File: src/rtl/irq_code_reg.sv
module irq_code_reg #(
  parameter int NEV = 7,
  parameter logic [NEV-1:0] AUTOCLR = 7'b0100011
) (
  input  logic           clk,
  input  logic           rst,
  input  logic [NEV-1:0] evt_i,
  input  logic [NEV-1:0] en_i,
  input  logic           rd_i,
  input  logic           dbg_rd_i,
  input  logic [NEV-1:0] w1c_i,
  output logic [2:0]     code_o,
  output logic [NEV-1:0] flags_o,
  output logic           irq_o
);
  localparam int CW = $clog2(NEV + 1);

  logic [NEV-1:0] flags_q, rd_clr, pool;
  logic [CW-1:0]  code_q, code_pick;
  logic           consume;

  assign consume = rd_i & ~dbg_rd_i;
  assign rd_clr  = (consume && code_q != '0)
                 ? (AUTOCLR & ({{(NEV-1){1'b0}}, 1'b1} << (code_q - 1'b1)))
                 : '0;
  assign pool    = flags_q & ~w1c_i & en_i & ({NEV{1'b1}} << code_q);

  always_comb begin
    code_pick = '0;
    for (int i = NEV - 1; i >= 0; i--)
      if (pool[i]) code_pick = CW'(i + 1);
  end

  always_ff @(posedge clk) begin
    if (rst) begin
      flags_q <= '0;
      code_q  <= '0;
    end else begin
      flags_q <= (flags_q & ~(w1c_i | rd_clr)) | evt_i;
      if (consume || code_q == '0) code_q <= code_pick;
    end
  end

  assign code_o  = 3'(code_q);
  assign flags_o = flags_q;
  assign irq_o   = |(flags_q & en_i);
endmodule


File: config.mk
export PLATFORM = sky130hd
export DESIGN_NAME = irq_code_reg
export DESIGN_NICKNAME = d
export VERILOG_FILES = /design/src/rtl/irq_code_reg.sv
export SDC_FILE = /design/constraint.sdc
export NUM_CORES = 1
export LEC_CHECK = 0
export BUFFER_PORTS_ARGS = -buffer_cell sky130_fd_sc_hd__buf_2
export CORE_MARGIN = 2
export CORE_UTILIZATION = 43
export CTS_BUF_LIST = sky130_fd_sc_hd__clkbuf_8
export CTS_CLUSTER_DIAMETER = 200
export DETAILED_ROUTE_END_ITERATION = 10
export PLACE_DENSITY = 0.85
export SYNTH_ARGS = -nofsm -noshare
export SYNTH_HDL_FRONTEND = slang
export SYNTH_SLANG_ARGS = --single-unit
File: constraint.sdc
create_clock -name clk -period 1.9 [get_ports clk]
set_input_delay 0.19 -clock clk [delete_from_list [all_inputs] [get_ports clk]]
set_output_delay 0.19 -clock clk [all_outputs]
set_load 0.005 [all_outputs]
==> flow_metrics.py, run 1 <==
metrics = {
    "routing": {
        "routed-via-count": 703,
        "viasPerCell": 5.54,
        "wl_per_cell_um": 12.9,
        "drt_first_pass_iters": 4,
        "drt_iter0_drc": 16,
        "route.detailed.drc": 0,
        "drt-total-wl_um": 1640,
        "ant_nets": 0,
    },
    "global_routing": {
        "antenna_found_initial": 0,
        "grt_start_max_net_pins": 12,
        "grt_overflow": 0,
        "grt_pass1_vias": 568,
        "grt_pass1_wl_um": 2350,
        "grt.total_usage": 0.223,
    },
    "placement": {
        "dpl.cell_count": 124,
        "place.gp.congestion": 0.893,
        "place.port_buffers": 35,
        "dp_slack_ns": 0.104,
        "hpwl_um": 1350,
    },
    "logic_synthesis": {
        "synth.avg_cell_area_um2": 7.69,
        "synth_cell_type_count": 26,
        "ys_warn_count": 0,
        "ys_seq_area_frac": 0.347,
        "muxShareOfSynthArea": 0,
        "yosys.area_share.adder": 0.0434,
        "synth_top_family_by_area": "simple AND/OR/NAND/NOR gates",
        "yosys.area_share.simple": 0.291,
        "synthCells": 75,
        "netlist_area_um2": 577,
        "synth-xor-area-share": 0,
        "ys_ff_latch": 10,
        "synth_fp_nets": 102,
        "synth_compound_area_frac": 0.241,
    },
    "floorplan": {
        "num_rows": 13,
        "dieArea_um2": 1650,
        "die_h_um": 40.6,
        "ioPinCount": 36,
        "core_um2": 1270,
        "fp.dieW_um": 40.6,
        "initial_utilization": 0.455,
    },
    "setup_path": {
        "timing.rr.start": "code_o[1]",
        "critPathMaxFanout": 9,
        "r2r-end": "flags_o[1]",
        "reg2reg_depth": 8,
        "setup.worst_path.end_class": "flip-flop",
        "cp_data_required_time_ns": 2.01,
        "critPathKind": "reg2reg",
        "cp-start-kind": "flip-flop",
        "critPathArrivalTime_ns": 1.85,
        "reg2reg_slack_ns": 0.17,
    },
    "clocking": {
        "cts.sinks": 10,
        "htreeDepth": 1,
        "clk_pin_slew_ns": 0.04,
        "clockBufferDepth": 2,
        "cts_tree": "built",
        "cts_buffers": 3,
        "post_cts.repair.setup_buffers": 0,
        "clk_latency_ns": 0.23,
        "clock_tree.root_cell": "clkbuf_8",
    },
    "power_and_ir_drop": {
        "combPwrFrac": 0.252,
        "finalPower_mw": 0.612,
        "p_sw_frac": 0.281,
        "switching_power_mw": 0.172,
        "p_seq_frac": 0.408,
        "vdd_drop_max_v": 0.000409,
        "p_int_mw": 0.440,
        "leakagePower_nw": 0.422,
        "power_density_nw_per_um2": 754,
        "clock_power_share": 0.341,
    },
    "finish": {
        "fin_nets": 141,
        "layoutNonFillerInstCount": 127,
        "fill_cells": 117,
        "layout-drive-gt1-share": 0.384,
        "syn2layout_area_growth_pct": 40.6,
        "diodes": 0,
        "final_cell_mix": "buf_2, inv_1, nor2_1, dfxtp_1, a21oi_1",
        "final_common_cell": "buf_2",
    },
    "sta": {
        "fmax_ghz": 0.577,
        "rsz0062_at_grt": "no",
        "tightest_slew_ns": 0.393,
        "slew-limit-headroom": 0.738,
        "final_hold_viol_count": 0,
        "holdWs_ns": 0.165,
        "skew_ns": 0.00100,
        "setup_viol_count_final": 0,
        "period_share": 0.912,
        "setup_tns_ns": 0,
        "worst_slack_ns": 0.166,
        "min_period_ns": 1.73,
        "drv_slew": 0,
    },
    "min_path": {
        "worstHoldStart": "evt_i[2]",
        "hp-class": "in2reg",
        "min_to": "flags_o[2]",
        "whs_path_depth": 3,
    },
    "run_status": {
        "outcome": "complete, no violations",
    },
    "job": {
        "drv_cap": 0,
    },
}
[stage by stage]
stage	util	area, um^2
floorplan	-	577
global placement	0.605	767
detailed placement	0.605	767
CTS	0.637	808
global route	0.639	811
finish	0.639	811
[registers in the layout, summed over array words and instances (netlist names)]
name and flops:
flags_o 7, code_o 3
[what timing repair did]
item,CTS,global route
gates resized for setup,0,2
hold endpoints to repair,0,0
hold buffers,0,0
setup endpoints to repair,0,2
[worst max-delay path, cell delays in order, from the launching register on]
cell     delay [ns]
dfxtp_2        0.39
or2_2          0.14
inv_1          0.04
ha_1           0.20
nor3b_1        0.29
and2_1         0.20
nand3_1        0.12
a31oi_1        0.19
nor2_1         0.05
[power by group through the flow]
| stage | Combinational, mW | Clock, mW | Sequential (mW) |
|---|---|---|---|
| floorplan | 0.0861 | 0 | 0.251 |
| global placement | 0.148 | 0 | 0.250 |
| detailed placement | 0.154 | 0 | 0.252 |
| CTS | 0.155 | 0.210 | 0.248 |
| global route | 0.171 | 0.221 | 0.254 |
| finish | 0.154 | 0.208 | 0.249 |
[Yosys cell counts, drive strengths merged]
cell	n	share of area
nor2	9	0.059
or2	1	0.011
inv	11	0.072
nor2b	2	0.022
nor3b	1	0.013
nand2b	1	0.011
a221oi	1	0.026
nand3b	3	0.039
a222oi	1	0.017
a31oi	3	0.033
a21oi	6	0.052
dfxtp	10	0.35
a211oi	1	0.013
a41oi	1	0.015
o2111ai	1	0.015
and3	1	0.011
ha	2	0.043
o211ai	2	0.035
nand3	4	0.035
nand2	4	0.026
clkbuf	1	0.0065
o21ai	1	0.0087
nand4	5	0.054
and2	1	0.011
a22oi	2	0.026
[per-layer routing]
layer / up-vias / global-route usage / share of wire
met2: 38 / 0.381 / 0.49
li1: 349 / - / -
met3: 6 / 0 / 0.087
met5: - / 0 / 0
met4: 0 / 0.150 / 0.037
met1: 310 / 0.275 / 0.39
[how the worst max path moves through the flow]
| stage | from | to | slack (ns) | cells after the start |
|---|---|---|---|---|
| 2_1_floorplan | code_o[1] | flags_o[1] | 0.34 | 8 |
| 3_3_place_gp | code_o[1] | flags_o[1] | 0.21 | 8 |
| 3_5_place_dp | code_o[1] | flags_o[1] | 0.10 | 8 |
| 4_1_cts | code_o[1] | flags_o[1] | 0.08 | 8 |
| 5_1_grt | code_o[0] | flags_o[1] | 0.04 | 8 |
| 6_report | code_o[1] | flags_o[1] | 0.17 | 8 |
[logic make-up after synthesis]
kind of cell | count (synthesis)
compound gates | 19
buf+inv | 12
simple gates | 32
fa+ha+maj | 2
flops | 10
[layout make-up]
type	instances	area, um^2	area share
clock buffer	3	41.3	0.0509
multi-input combinational	53	332	0.409
inverter	11	41.3	0.0509
timing repair buffer	35	175	0.216
tap	15	18.8	0.0231
sequential	10	203	0.250
(Power assumes the default switching activity.)
==> run 2: changes to the inputs <==
--- a/config.mk
+++ b/config.mk
@@ -11,7 +11,7 @@
 export CTS_BUF_LIST = sky130_fd_sc_hd__clkbuf_8
 export CTS_CLUSTER_DIAMETER = 200
 export DETAILED_ROUTE_END_ITERATION = 10
-export PLACE_DENSITY = 0.85
+export PLACE_DENSITY = 0.84
 export SYNTH_ARGS = -nofsm -noshare
 export SYNTH_HDL_FRONTEND = slang
 export SYNTH_SLANG_ARGS = --single-unit
==> run 2 against run 1 <==
Sequential share of layout area fell by 0.53 points. Clock-buffer cell count is 1 higher. Hold slack worse by 0.014 ns. Cell area is 1.5% higher. Via count fell by 0.14%. Cell count is 0.79% higher. Core utilization increased by 0.99 points. Clock power grew 30%. Sequential power barely moved. Sequential cell count is the same. Largest cell class unchanged.
==> flow_metrics.py, run 2 (same netlist as run 1, synthesis figures left out) <==
metrics = {
    "sta": {
        "tightest_slew_ns": 0.366,
        "setup_viol_count_final": 0,
        "min_period_ns": 1.69,
        "rsz0062_at_grt": "no",
        "skew_ns": 0.000492,
        "slew-limit-headroom": 0.753,
        "worst_slack_ns": 0.212,
        "holdWs_ns": 0.151,
        "final_hold_viol_count": 0,
        "setup_tns_ns": 0,
        "drv_slew": 0,
        "period_share": 0.889,
        "fmax_ghz": 0.592,
    },
    "setup_path": {
        "critPathMaxFanout": 5,
        "reg2reg_slack_ns": 0.21,
        "reg2reg_depth": 7,
        "r2r-end": "code_o[2]",
        "max_stage_delay_ns": 0.34,
        "cp_slowest_cell": "a41oi_1",
        "critPathKind": "reg2reg",
        "cp_common_cell": "a21oi_1",
        "setup.worst_path.end_class": "flip-flop",
        "worstPathCellList": "or2_2, inv_1, ha_1, a21oi_1, a41oi_1, nand4_1, a21oi_1",
        "crit_family": "compound AO/OA/AOI/OAI gates",
        "worst-path-buf-inv": 1,
        "cp_data_required_time_ns": 2.08,
        "critPathArrivalTime_ns": 1.86,
        "cp-start-kind": "flip-flop",
        "timing.rr.start": "code_o[0]",
    },
    "power_and_ir_drop": {
        "vdd_drop_max_v": 0.000557,
        "finalPower_mw": 0.672,
        "leakagePower_nw": 0.429,
        "power_density_nw_per_um2": 816,
    },
    "min_path": {
        "whs_path_depth": 3,
        "min_to": "flags_o[3]",
        "worstHoldStart": "evt_i[3]",
        "hp-class": "in2reg",
    },
    "finish": {
        "layoutNonFillerInstCount": 128,
        "final_area_um2": 823,
        "final_common_cell": "buf_2",
        "largest_register_ffs": 7,
        "fin_nets": 141,
        "fin_util": 0.649,
        "diodes": 0,
        "layout-drive-gt1-share": 0.381,
        "final_cell_mix": "buf_2, inv_1, nor2_1, dfxtp_1, a21oi_1",
        "syn2layout_area_growth_pct": 42.7,
    },
    "routing": {
        "viasPerCell": 5.48,
        "highest_layer": "met4",
        "ant_nets": 0,
        "routed-via-count": 702,
        "drt-total-wl_um": 1550,
        "drt_iter0_drc": 13,
        "wl_met3_um": 174,
        "route.detailed.drc": 0,
        "wl_met2_um": 677,
        "wl_per_cell_um": 12.1,
        "drt-met1-wl_um": 640,
        "drt_first_pass_iters": 4,
    },
    "global_routing": {
        "antenna_found_initial": 0,
        "grt_pass1_wl_um": 2460,
        "grt_pass1_vias": 601,
        "grt_overflow": 0,
        "grt.total_usage": 0.240,
        "grt_start_max_net_pins": 12,
    },
    "clocking": {
        "post_cts.repair.setup_buffers": 0,
        "cts.sinks": 10,
        "clockBufferDepth": 2,
        "cts_tree": "built",
        "cts_buffers": 3,
        "htreeDepth": 1,
        "clk_latency_ns": 0.24,
        "clock_tree.root_cell": "clkbuf_8",
        "clk_pin_slew_ns": 0.05,
    },
    "floorplan": {
        "initial_utilization": 0.455,
        "core_um2": 1270,
        "ioPinCount": 36,
        "num_rows": 13,
        "fp.dieW_um": 40.6,
        "die_h_um": 40.6,
        "dieArea_um2": 1650,
    },
    "placement": {
        "placed_area_um2": 767,
        "hpwl_um": 1250,
        "place.gp.congestion": 0.861,
        "dpl.cell_count": 124,
        "dp_slack_ns": 0.191,
        "place.port_buffers": 35,
    },
    "run_status": {
        "outcome": "complete, no violations",
    },
    "job": {
        "drv_cap": 0,
    },
}
run 2: changes by cell type in the layout (fill, tap and decap cells not counted):
| cell | delta |
|---|---|
| dfxtp_2 | -1 |
| dfxtp_1 | +1 |
| clkbuf_8 | +1 |
run 2: per-layer routing:
| metal | vias to the layer above | GRT usage |
|---|---|---|
| met4 | 0 | 0.208 |
| met2 | 39 | 0.365 |
| met3 | 6 | 0.0924 |
| met5 | - | 0 |
| met1 | 312 | 0.257 |
| li1 | 345 | - |
run 2: repair_timing:
action	in CTS	in global routing
hold endpoints to repair	0	0
endpoints found under the setup margin	0	2
resized for setup	0	1
hold buffers	0	0
run 2: area by class of cell:
type                            count  area, um^2
Tap cell                           15        18.8
Clock buffer                        4        55.1
Multi-Input combinational cell     53         332
Fill cell                         123         445
Timing Repair Buffer               35         175
Inverter                           11        41.3
Sequential cell                    10         201
run 2: how the worst max path moves through the flow:
stage,slack (ns),depth (start not counted),to,from
4_1_cts,0.18,8,flags_o[1],code_o[1]
3_5_place_dp,0.19,8,flags_o[1],code_o[1]
5_1_grt,0.05,7,code_o[2],code_o[1]
3_3_place_gp,0.23,8,flags_o[1],code_o[1]
6_report,0.21,7,code_o[2],code_o[0]
2_1_floorplan,0.34,8,flags_o[1],code_o[1]
run 2: where the power goes:
group	internal, mW	switching [mW]
logic	0.0729	0.0790
clock network	0.183	0.0887
registers	0.229	0.0199
total	0.484	0.188
run 2: worst min-delay path: stages:
cell	delay [ns]
buf_2	0.07
a21oi_1	0.03
nor2_1	0.06
